### src/rtl/sfc_pkg.sv
package sfc_pkg;
   typedef enum logic [2:0] {
      OP_NONE   = 3'd0,
      OP_START  = 3'd1,
      OP_HALT   = 3'd2,
      OP_CLEAR  = 3'd3,
      OP_RESUME = 3'd4,
      OP_CANCEL = 3'd5,
      OP_ACCEPT = 3'd6,
      OP_RSVD   = 3'd7
   } sfc_op_e;

   typedef enum logic [1:0] {
      CC_OK     = 2'd0,
      CC_STATUS = 2'd1,
      CC_BUSY   = 2'd2,
      CC_NOPATH = 2'd3
   } sfc_cc_e;

   localparam int FN_W   = 3;
   localparam int FN_ST  = 0;
   localparam int FN_HT  = 1;
   localparam int FN_CL  = 2;

   localparam int ACT_W    = 6;
   localparam int ACT_RUN  = 0;
   localparam int ACT_SUSP = 1;
   localparam int ACT_STP  = 2;
   localparam int ACT_RSP  = 3;
   localparam int ACT_HTP  = 4;
   localparam int ACT_CLP  = 5;
endpackage

### src/rtl/sfc_cmd_check.sv
module sfc_cmd_check
   import sfc_pkg::*;
(
   input  logic [2:0]       op,
   input  logic [FN_W-1:0]  fn_q,
   input  logic [ACT_W-1:0] act_q,
   input  logic             stat_q,
   output sfc_cc_e          cc,
   output logic             ok
);
   always_comb begin
      cc = CC_OK;
      unique case (sfc_op_e'(op))
         OP_START:  if (stat_q) cc = CC_STATUS;
                    else if (fn_q != '0) cc = CC_BUSY;
         OP_HALT:   if (stat_q) cc = CC_STATUS;
                    else if (fn_q[FN_CL]) cc = CC_BUSY;
         OP_CLEAR:  cc = CC_OK;
         OP_RESUME: if (stat_q) cc = CC_STATUS;
                    else if (!(fn_q == 3'b001 && act_q[ACT_SUSP] && !act_q[ACT_RSP]))
                       cc = CC_BUSY;
         OP_CANCEL: if (stat_q) cc = CC_STATUS;
                    else if (!(fn_q[FN_ST] && (act_q[ACT_STP] || act_q[ACT_SUSP])))
                       cc = CC_BUSY;
         OP_ACCEPT: if (!stat_q) cc = CC_STATUS;
         default:   cc = CC_NOPATH;
      endcase
      ok = (cc == CC_OK);
   end
endmodule

### src/rtl/sfc_prio_pick.sv
module sfc_prio_pick #(
   parameter int N = 3
) (
   input  logic         clk,
   input  logic         rst_n,
   input  logic [N-1:0] req,
   output logic [N-1:0] grant
);
   if (N < 2) begin : g_bad_n
      $error("sfc_prio_pick: N must be at least 2");
   end

   logic [N:0] above;
   assign above[N] = 1'b0;

   for (genvar i = N - 1; i >= 0; i--) begin : g_lvl
      assign above[i] = above[i+1] | req[i];
      assign grant[i] = req[i] & ~above[i+1];
   end


   grant_onehot_chk: assert property (@(posedge clk) disable iff (!rst_n)
      $onehot0(grant));

   grant_top_chk: assert property (@(posedge clk) disable iff (!rst_n)
      req[N-1] |-> grant[N-1]);
endmodule

### src/rtl/sfc_orb_latch.sv
module sfc_orb_latch #(
   parameter int          IP_W      = 32,
   parameter int          LPM_W     = 8,
   parameter logic [LPM_W-1:0] PATH_MASK = 8'h80
) (
   input  logic             clk,
   input  logic             rst_n,
   input  logic             load,
   input  logic [IP_W-1:0]  ip_in,
   input  logic [LPM_W-1:0] lpm_in,
   output logic [IP_W-1:0]  ip_q,
   output logic             path_ok
);
   if (PATH_MASK == '0) begin : g_bad_path
      $error("sfc_orb_latch: PATH_MASK selects no path");
   end

   logic [LPM_W-1:0] lpm_q;

   always_ff @(posedge clk) begin
      if (!rst_n) begin
         ip_q  <= '0;
         lpm_q <= '0;
      end else if (load) begin
         ip_q  <= ip_in;
         lpm_q <= lpm_in;
      end
   end

   assign path_ok = |(lpm_q & PATH_MASK);
endmodule

### src/rtl/subch_fc_seq.sv
module subch_fc_seq
   import sfc_pkg::*;
#(
   parameter int IP_W   = 32,
   parameter int LPM_W  = 8,
   parameter int CPA_W  = 32,
   parameter int STAT_W = 8,
   parameter logic [LPM_W-1:0] PATH_MASK = 8'h80
) (
   input  logic              clk,
   input  logic              rst_n,
   input  logic              cmd_valid,
   input  logic [2:0]        cmd_op,
   input  logic [IP_W-1:0]   cmd_intparm,
   input  logic [LPM_W-1:0]  cmd_lpm,
   input  logic [CPA_W-1:0]  cmd_cpa,
   output logic              resp_valid,
   output logic [1:0]        resp_cc,
   output logic [2:0]        fn_ctl,
   output logic [5:0]        act_ctl,
   output logic              stat_pend,
   output logic [STAT_W-1:0] dev_stat,
   output logic [STAT_W-1:0] chn_stat,
   output logic              last_cmd_valid,
   output logic [IP_W-1:0]   path_intparm,
   output logic              prog_start,
   output logic [CPA_W-1:0]  prog_addr,
   input  logic              prog_done,
   input  logic              prog_suspend,
   input  logic [STAT_W-1:0] prog_dstat,
   input  logic [STAT_W-1:0] prog_cstat,
   output logic              irq,
   output logic [1:0]        irq_cc,
   output logic [IP_W-1:0]   irq_parm
);
   localparam int NREQ  = 3;
   localparam int Q_ST  = 0;
   localparam int Q_HT  = 1;
   localparam int Q_CL  = 2;

   if (IP_W < 1 || CPA_W < 1 || STAT_W < 1) begin : g_bad_w
      $error("subch_fc_seq: widths must be positive");
   end
   if (LPM_W < 1) begin : g_bad_lpm
      $error("subch_fc_seq: LPM_W must be positive");
   end

   logic [FN_W-1:0]   fn_q;
   logic [ACT_W-1:0]  act_q;
   logic              stat_q;
   logic [CPA_W-1:0]  cpa_q;
   logic              lcv_q;
   logic [IP_W-1:0]   pip_q;
   logic [STAT_W-1:0] dst_q, cst_q;
   logic              irq_q, start_q, rv_q;
   logic [1:0]        icc_q, rcc_q;
   logic [IP_W-1:0]   iparm_q;

   sfc_cc_e           chk_cc;
   logic              chk_ok;
   logic              acc;
   logic [NREQ-1:0]   req, grant;
   logic              disp_en;
   logic [IP_W-1:0]   orb_ip;
   logic              orb_path_ok;

   sfc_cmd_check u_chk (
      .op     (cmd_op),
      .fn_q   (fn_q),
      .act_q  (act_q),
      .stat_q (stat_q),
      .cc     (chk_cc),
      .ok     (chk_ok)
   );

   assign acc = cmd_valid & chk_ok;

   sfc_orb_latch #(
      .IP_W      (IP_W),
      .LPM_W     (LPM_W),
      .PATH_MASK (PATH_MASK)
   ) u_orb (
      .clk     (clk),
      .rst_n   (rst_n),
      .load    (acc && (sfc_op_e'(cmd_op) == OP_START)),
      .ip_in   (cmd_intparm),
      .lpm_in  (cmd_lpm),
      .ip_q    (orb_ip),
      .path_ok (orb_path_ok)
   );

   assign req[Q_CL] = act_q[ACT_CLP];
   assign req[Q_HT] = act_q[ACT_HTP];
   assign req[Q_ST] = (act_q[ACT_STP] && !act_q[ACT_SUSP]) ||
                      (act_q[ACT_RSP] && act_q[ACT_SUSP]);

   sfc_prio_pick #(.N(NREQ)) u_pick (
      .clk   (clk),
      .rst_n (rst_n),
      .req   (req),
      .grant (grant)
   );

   assign disp_en = !cmd_valid;

   always_ff @(posedge clk) begin
      if (!rst_n) begin
         fn_q    <= '0;
         act_q   <= '0;
         stat_q  <= 1'b0;
         cpa_q   <= '0;
         lcv_q   <= 1'b0;
         pip_q   <= '0;
         dst_q   <= '0;
         cst_q   <= '0;
         irq_q   <= 1'b0;
         icc_q   <= CC_OK;
         iparm_q <= '0;
         start_q <= 1'b0;
         rv_q    <= 1'b0;
         rcc_q   <= CC_OK;
      end else begin
         irq_q   <= 1'b0;
         start_q <= 1'b0;
         rv_q    <= cmd_valid;
         rcc_q   <= cmd_valid ? chk_cc : CC_OK;

         // executor result
         if (act_q[ACT_RUN] && prog_done) begin
            act_q[ACT_RUN] <= 1'b0;
            stat_q  <= 1'b1;
            dst_q   <= prog_dstat;
            cst_q   <= prog_cstat;
            irq_q   <= 1'b1;
            icc_q   <= CC_OK;
            iparm_q <= pip_q;
         end else if (act_q[ACT_RUN] && prog_suspend) begin
            act_q[ACT_RUN]  <= 1'b0;
            act_q[ACT_SUSP] <= 1'b1;
            dst_q <= prog_dstat;
            cst_q <= prog_cstat;
         end

         // function dispatch
         if (disp_en) begin
            if (grant[Q_CL] || grant[Q_HT]) begin
               cpa_q   <= '0;
               lcv_q   <= 1'b0;
               act_q   <= '0;
               stat_q  <= 1'b1;
               irq_q   <= 1'b1;
               icc_q   <= CC_OK;
               iparm_q <= pip_q;
            end else if (grant[Q_ST]) begin
               if (act_q[ACT_SUSP]) begin
                  act_q[ACT_RSP]  <= 1'b0;
                  act_q[ACT_SUSP] <= 1'b0;
                  act_q[ACT_RUN]  <= 1'b1;
                  start_q <= 1'b1;
                  lcv_q   <= 1'b1;
               end else begin
                  pip_q          <= orb_ip;
                  act_q[ACT_STP] <= 1'b0;
                  if (orb_path_ok) begin
                     act_q[ACT_RUN] <= 1'b1;
                     start_q <= 1'b1;
                     lcv_q   <= 1'b1;
                  end else begin
                     stat_q  <= 1'b1;
                     irq_q   <= 1'b1;
                     icc_q   <= CC_NOPATH;
                     iparm_q <= orb_ip;
                  end
               end
            end
         end

         // command effects
         if (acc) begin
            unique case (sfc_op_e'(cmd_op))
               OP_START: begin
                  fn_q           <= 3'b001;
                  act_q[ACT_STP] <= 1'b1;
                  cpa_q          <= cmd_cpa;
                  dst_q          <= '0;
                  cst_q          <= '0;
               end
               OP_HALT: begin
                  fn_q[FN_HT]    <= 1'b1;
                  act_q[ACT_HTP] <= 1'b1;
               end
               OP_CLEAR: begin
                  fn_q   <= 3'b100;
                  act_q  <= ACT_W'(1) << ACT_CLP;
                  stat_q <= 1'b0;
               end
               OP_RESUME: act_q[ACT_RSP] <= 1'b1;
               OP_CANCEL: begin
                  fn_q[FN_ST]     <= 1'b0;
                  act_q[ACT_STP]  <= 1'b0;
                  act_q[ACT_SUSP] <= 1'b0;
                  cpa_q <= '0;
                  lcv_q <= 1'b0;
                  dst_q <= '0;
                  cst_q <= '0;
               end
               OP_ACCEPT: begin
                  stat_q <= 1'b0;
                  fn_q   <= '0;
                  act_q  <= '0;
               end
               default: ;
            endcase
         end
      end
   end

   assign resp_valid     = rv_q;
   assign resp_cc        = rcc_q;
   assign fn_ctl         = fn_q;
   assign act_ctl        = act_q;
   assign stat_pend      = stat_q;
   assign dev_stat       = dst_q;
   assign chn_stat       = cst_q;
   assign last_cmd_valid = lcv_q;
   assign path_intparm   = pip_q;
   assign prog_start     = start_q;
   assign prog_addr      = cpa_q;
   assign irq            = irq_q;
   assign irq_cc         = icc_q;
   assign irq_parm       = iparm_q;


   irq_pulse_chk: assert property (@(posedge clk) disable iff (!rst_n)
      irq |=> !irq);

   start_lcv_chk: assert property (@(posedge clk) disable iff (!rst_n)
      prog_start |-> (last_cmd_valid && act_ctl[ACT_RUN] && !irq));

   reject_hold_chk: assert property (@(posedge clk) disable iff (!rst_n)
      (resp_valid && resp_cc != CC_OK) |-> (fn_ctl == $past(fn_ctl)));

   stat_idle_chk: assert property (@(posedge clk) disable iff (!rst_n)
      stat_pend |-> !act_ctl[ACT_RUN]);

   nopath_chk: assert property (@(posedge clk) disable iff (!rst_n)
      (irq && irq_cc == CC_NOPATH) |-> (stat_pend && !prog_start));
endmodule

### config.mk
export PLATFORM = sky130hd
export DESIGN_NAME = subch_fc_seq
export DESIGN_NICKNAME = d
export VERILOG_FILES = /design/src/rtl/sfc_pkg.sv /design/src/rtl/sfc_cmd_check.sv /design/src/rtl/sfc_prio_pick.sv /design/src/rtl/sfc_orb_latch.sv /design/src/rtl/subch_fc_seq.sv
export SDC_FILE = /design/constraint.sdc
export NUM_CORES = 1
export LEC_CHECK = 0
export BUFFER_PORTS_ARGS = -buffer_cell sky130_fd_sc_hd__buf_4
export CORE_MARGIN = 4
export CORE_UTILIZATION = 49
export CTS_BUF_LIST = sky130_fd_sc_hd__clkbuf_4 sky130_fd_sc_hd__clkbuf_8 sky130_fd_sc_hd__clkbuf_16
export CTS_CLUSTER_DIAMETER = 150
export DETAILED_ROUTE_END_ITERATION = 6
export PLACE_DENSITY = 0.75
export SLEW_MARGIN = 25
export SYNTH_ARGS = -nofsm -noshare
export SYNTH_HDL_FRONTEND = slang
export SYNTH_SLANG_ARGS = --single-unit
### constraint.sdc
create_clock -name clk -period 2.39 [get_ports clk]
set_clock_uncertainty 0.1 [all_clocks]
set_input_delay 0.3585 -clock clk [delete_from_list [all_inputs] [get_ports clk]]
set_output_delay 0.3585 -clock clk [all_outputs]
set_load 0.05 [all_outputs]
Yosys cells after proc, flatten, opt, wreduce, memory -nomap -nowiden
Cells that the tools add are included.

Register bits after elaboration: 170. Logic and storage cells: 144.

Equal/unequal tests: 7. Multiplexer cells: 79. Bitwise gates (word level): 11. Reduce and logical (&&, ||, !) cells: 29.

Operator list (number): two-way mux 32 bit (9); two-way mux 8 bit (8); case mux 32 bit (2 select lines) (1); two-way mux 1 bit (33); two-way mux 2 bit (16); case mux 1 bit (2 select lines) (7); two-way mux 6 bit (2); case mux 2 bit (6 select lines) (1); == test 3 bit (second input constant) (3); logical AND 1 bit (8); two-way mux 4 bit (2); AND reduction 2 bit (4); inverter 1 bit (7); == test 3 x 1 -> 1 bit (second input constant) (2); == test 3 x 2 -> 1 bit (second input constant) (2); nonzero test 2 bit (3); OR reduction 2 bit (3); OR reduction 3 bit (2); AND reduction 4 bit (1); OR reduction 4 bit (1); bitwise AND 1 bit (3); logical OR 1 bit (3); nonzero test 3 bit (1); logical NOT 1 bit (2); other kinds (2) (2).

Depth between registers and ports, before layout
Word-level depth: 10. Mapped depth: 9. Mapped depth without buffers: 5.

Modules after synthesis
Synthesis repeated with hierarchy kept, for this count alone.

Cells, all modules: 630. Area total of the unflattened synthesis: 6393.6 um2.

Modules (own cells, without submodules): subch_fc_seq (instances 1, cells each 502, area an instance 4969.8 um2); sfc_orb_latch (instances 1, cells each 106, area an instance 1280.0 um2); sfc_cmd_check (instances 1, cells each 19, area an instance 117.6 um2); sfc_prio_pick (instances 1, cells each 3, area an instance 26.3 um2).

Worst setup path after synthesis
No wires, ideal clock.

Kind: register to register. Start point: register act_q[4] (netlist: act_ctl[4]). End point: register iparm_q[23] (netlist: irq_parm[23]). Data arrival time: 2.117 ns. Required time: 2.224 ns. Slack: 0.107 ns. Stages on the path, launching flop included: 8. Buffers on the path: 2. Period minus slack after synthesis: 2.283 ns. Path through: dfxtp_1 > nor2_1 > and4b_1 > buf_2 > a211oi_1 > buf_2 > a222oi_1 > nor2b_1.

Word-level cells in the longest chain between the ends: 6. Elaborated cells on any way between the ends: 8. Classes of those cells: mux: 3; bitwise: 4; reduce/logical: 1.

RTL lines: start: declaration (line subch_fc_seq.sv:49) `logic [ACT_W-1:0] act_q;`; start signal: assignment (line subch_fc_seq.sv:194) `act_q <= ACT_W'(1) << ACT_CLP;`; OR 1 bit (line sfc_prio_pick.sv:17) `assign above[i] = above[i+1] | req[i];`; inverter 1 bit (line sfc_prio_pick.sv:18) `assign grant[i] = req[i] & ~above[i+1];`; bitwise AND 1 bit (line sfc_prio_pick.sv:18); two-way mux 32 bit (line subch_fc_seq.sv:154) `end else if (grant[Q_ST]) begin`; two-way mux 32 bit * (line subch_fc_seq.sv:146) `if (grant[Q_CL] || grant[Q_HT]) begin`; two-way mux 32 bit * (line subch_fc_seq.sv:145) `if (disp_en) begin`; end signal: assignment (line subch_fc_seq.sv:136) `iparm_q <= pip_q;`; end signal: assignment (line subch_fc_seq.sv:153) `iparm_q <= pip_q;`; end signal: assignment (line subch_fc_seq.sv:172) `iparm_q <= orb_ip;`; end: declaration (line subch_fc_seq.sv:57) `logic [IP_W-1:0] iparm_q;`.

Mark *: on every way between the ends. The rest lies on a longest branch, timed or not. A chain may end at the register's enable or synchronous reset.

Worst setup path in the final report
Start point: register fn_q[2] (netlist: fn_ctl[2]). End point: register cpa_q[9] (netlist: prog_addr[9]).

Word-level cells in the longest chain between the ends: 9. Elaborated cells on any way between the ends: 14. Classes of those cells: eq/ne: 1; mux: 8; bitwise: 1; reduce/logical: 4.

RTL lines: start: declaration (line subch_fc_seq.sv:48) `logic [FN_W-1:0] fn_q;`; start signal: assignment (line subch_fc_seq.sv:108) `fn_q <= '0;`; start signal: assignment (line subch_fc_seq.sv:182) `fn_q <= 3'b001;`; start signal: indexed assignment (line subch_fc_seq.sv:189) `fn_q[FN_HT] <= 1'b1;`; == test 3 x 1 -> 1 bit (line sfc_cmd_check.sv:20) `else if (!(fn_q == 3'b001 && act_q[ACT_SUSP] && !act_q[ACT_RSP]))`; logical AND 1 bit (2 in a row) (line sfc_cmd_check.sv:20); two-way mux 2 bit (line sfc_cmd_check.sv:20); two-way mux 2 bit (line sfc_cmd_check.sv:19) `OP_RESUME: if (stat_q) cc = CC_STATUS;`; case mux 2 bit (6 select lines) * (line sfc_cmd_check.sv:13) `unique case (sfc_op_e'(op))`; logical NOT 2 bit * (line sfc_cmd_check.sv:28) `ok = (cc == CC_OK);`; bitwise AND 1 bit * (line subch_fc_seq.sv:76) `assign acc = cmd_valid & chk_ok;`; two-way mux 32 bit * (line subch_fc_seq.sv:179) `if (acc) begin`; end signal: assignment (line subch_fc_seq.sv:184) `cpa_q <= cmd_cpa;`; end: declaration (line subch_fc_seq.sv:51) `logic [CPA_W-1:0] cpa_q;`.

Marked as above.

==> metrics.md <==
| Metric | Value |
|---|---|
| Placed instance count | `969` |
| Buffer and inverter count on the worst path | `0` |
| Largest net degree at the start of global routing | `58` |
| CP max stage delay | `450 ps` |
| Power per cell area | `711.4 nW/um^2` |
| Max-slew headroom | `60.60%` |
| Via density per instance | `5.488` |
| Max Cap Viol | `0` |
| Placed cell areas | `8036 sq um` |
| Max frequency | `0.4647 GHz` |
| Ys flop type | `dfxtp_1` |
| Worst Min Path Start | `cmd_cpa[6]` |
| Met3 WL | `1.601 mm` |
| Final period utilization | `90.04%` |
| Final Util | `71.33%` |
| Die height | `120.5 um` |
| Clk_lat worst skew | `420 ps` |
| Clock root buffer | `clkbuf_16` |
| Final Critical Period | `2152 ps` |
| R2R Setup Slk | `240 ps` |
| Total CTS buffers | `17` |
| DRT iter0 DRCs | `501` |
| H-tree depth | `4` |
| Largest fanout on the critical path | `32` |
| DRT Wirelength | `17.49 mm` |
| Post-cts hold buffer count | `0` |
| First-pass GRT wire length | `27.94 mm` |
| Reg2reg start | `fn_ctl[2]` |
| Synthesis-to-layout area growth | `40.59%` |
| Most common cell in the netlist | `dfxtp_1` |
| Crit. Startpoint | `fn_ctl[2]` |
| Vias in the first global route | `5429` |
| Clock slew at reported path FFs | `60 ps` |
| CP Capture Type | `flip-flop` |
| Routability cong. | `0.8512` |
| Least-Margin Pin Slew | `587.5 ps` |
| Die Wd | `120.5 um` |
| Fillcell total | `936` |
| DP Wirelength | `11.95 mm` |
| Top layer in use | `met4` |
| Register area share after synthesis | `52.67%` |
| CTS sink cnt | `163` |
| Worst hold slack | `55.54 ps` |
| Nets@finish | `916` |
| Max-slew violations | `0` |
| Post-synth top cells | `163 x dfxtp_1, 73 x nand2_1, 68 x nor2b_1` |
| Number of I/O port buffers | `218` |
| Share of cells above drive strength 1 | `33.73%` |
| Multi-input logic area | `2691 sq um` |
| Post-synthesis cell type count | `48` |
| Seq cells post-synth | `163` |
| Metal2 WL | `8.321 mm` |
| Die Area | `14510 sq um` |
| Starting Density | `50.74%` |
| Syn Area/Cell | `10.17 sq um` |
| Layout Cells excl Fill | `1001` |
| Cells after Synth | `609` |
| Hold Crit Class | `in2reg` |
| Gr ovfl total | `0` |
| CP required | `2590 ps` |
| Peak VDD IR | `498.9 uV` |
| Met1 Wirelength | `7.100 mm` |
| Post-synth top area share | `52.67%` |
| CTS tree | `done` |
| Antenna violations before repair | `0` |
| # IOs | `226` |
| Worst Setup Start Kind | `flip-flop` |
| CORE AREA | `12210 sq um` |
| Synth warn | `0` |
| DRC Markers | `0` |
| Post-synth EDFFs | `0` |
| Slowest cell on crit path | `a2111o_1` |
| Setup CP Type | `reg2reg` |
| Leading area contributor after synthesis | `dfxtp_1` |
| Post-synth ARST share | `0%` |
| CP Cell Sequence | `o21bai_1 -> a211o_1 -> a2111o_1 -> o21ba_4 -> a22o_1` |
| Finished Cell Area | `8711 sq um` |
| Row count | `40` |
| Syn nets | `705` |
| GRT Util Overall | `23.88%` |
| Number of diodes | `0` |
| Register area | `3263 sq um` |
| Vias | `5493` |
| Status | `complete, no violations` |
| Antenna-violating nets left | `0` |
| Setup TNS | `0 ps` |
| Unrepaired setup endpoints after global routing | `no` |
| # setup viols final | `0` |
| Avg WL per Cell | `17.47 um` |
| Area contributors post-synth | `dfxtp_1 53%, mux2i_1 8.1%, nor2b_1 6.9%, a222oi_1 5.0%, a22o_1 4.5%` |
| Critical Path AT | `2360 ps` |
| Critical path's top delay family | `compound AO/OA/AOI/OAI gates` |
| Max Root-Sink Buffers | `2` |
| Leak | `0.003679 uW` |
| Netlist Area Pre-Place | `6196 sq um` |
| First-pass DRT Iterations | `6` |
| Final Hold Violating Endpoints | `0` |
[cells in the final DEF, fill, tap and decap left out, types with 3 or more instances in the layout]
cell type  instances
bufinv_16          5
a22o_1            32
nor2_1            31
clkbuf_8           3
clkbuf_16         17
nor3b_1            3
a31oi_1            4
nand3_1            3
inv_1              7
a222oi_1          31
buf_4            236
buf_12             4
nor3_1             7
nand2_1           73
o21ai_0            8
dfxtp_1          163
mux2i_1           50
nor2b_1           68
a21boi_0          33
a21oi_1           11
[power breakdown]
part,total (uW),internal [uW],switching [uW]
Clock,3030,1940,1090
Combinational,411,198,213
Sequential,2760,2740,18.1
[stage by stage]
step	total power, uW	setup WS [ps]
after floorplan	3034	107.3
after global placement	3218	107.9
after detailed placement	3226	31.00
after CTS	6242	110.2
after global routing	6405	81.72
final	6197	238.1
[metal layers]
metal  global-route usage [%]  vias to the layer above
met5                        0                        -
met4                    9.561                        0
met1                    29.65                     2617
met3                    7.530                       29
met2                    38.60                      245
li1                         -                     2602
[path summary, 6_finish.rpt]
check / endpoint / cells after the start
min reg2reg: prog_addr[14] / 1
min: prog_addr[6] / 2
max reg2reg: prog_addr[9] / 5
max: prog_addr[9] / 5
[sequential cells by signal, summed over array words and instances (netlist names), 2 cells and up]
register / flops
act_ctl: 6
chn_stat: 8
dev_stat: 8
fn_ctl: 3
irq_cc: 2
irq_parm: 32
path_intparm: 32
prog_addr: 32
resp_cc: 2
u_orb.ip_q: 32
[cells by family (layout without fill, tap and decap cells)]
group	Yosys count	after routing	share of synthesized area, %
muxes	50	50	8.078
buffers and inverters	55	279	4.362
xor gates and xnor gates	2	2	0.2828
and+or+nand+nor	195	195	15.61
DFF	163	163	52.67
AOI/OAI and AO/OA	144	144	19.00
[repair_timing]
| action | in CTS | in global routing |
|---|---|---|
| endpoints found under the setup margin | 0 | 29 |
| hold endpoints to repair | 0 | 0 |
| setup buffers | 0 | 0 |
| gates resized for setup | 0 | 1 |
[area by class of cell]
type / count / area share, %
inverter: 7 / 0.3016
sequential: 163 / 37.46
clock inverter: 12 / 2.313
tap: 168 / 2.413
clock buffer: 20 / 5.358
timing repair buffer: 240 / 21.26
multi-input combinational: 391 / 30.90
(Power assumes the default switching activity.)
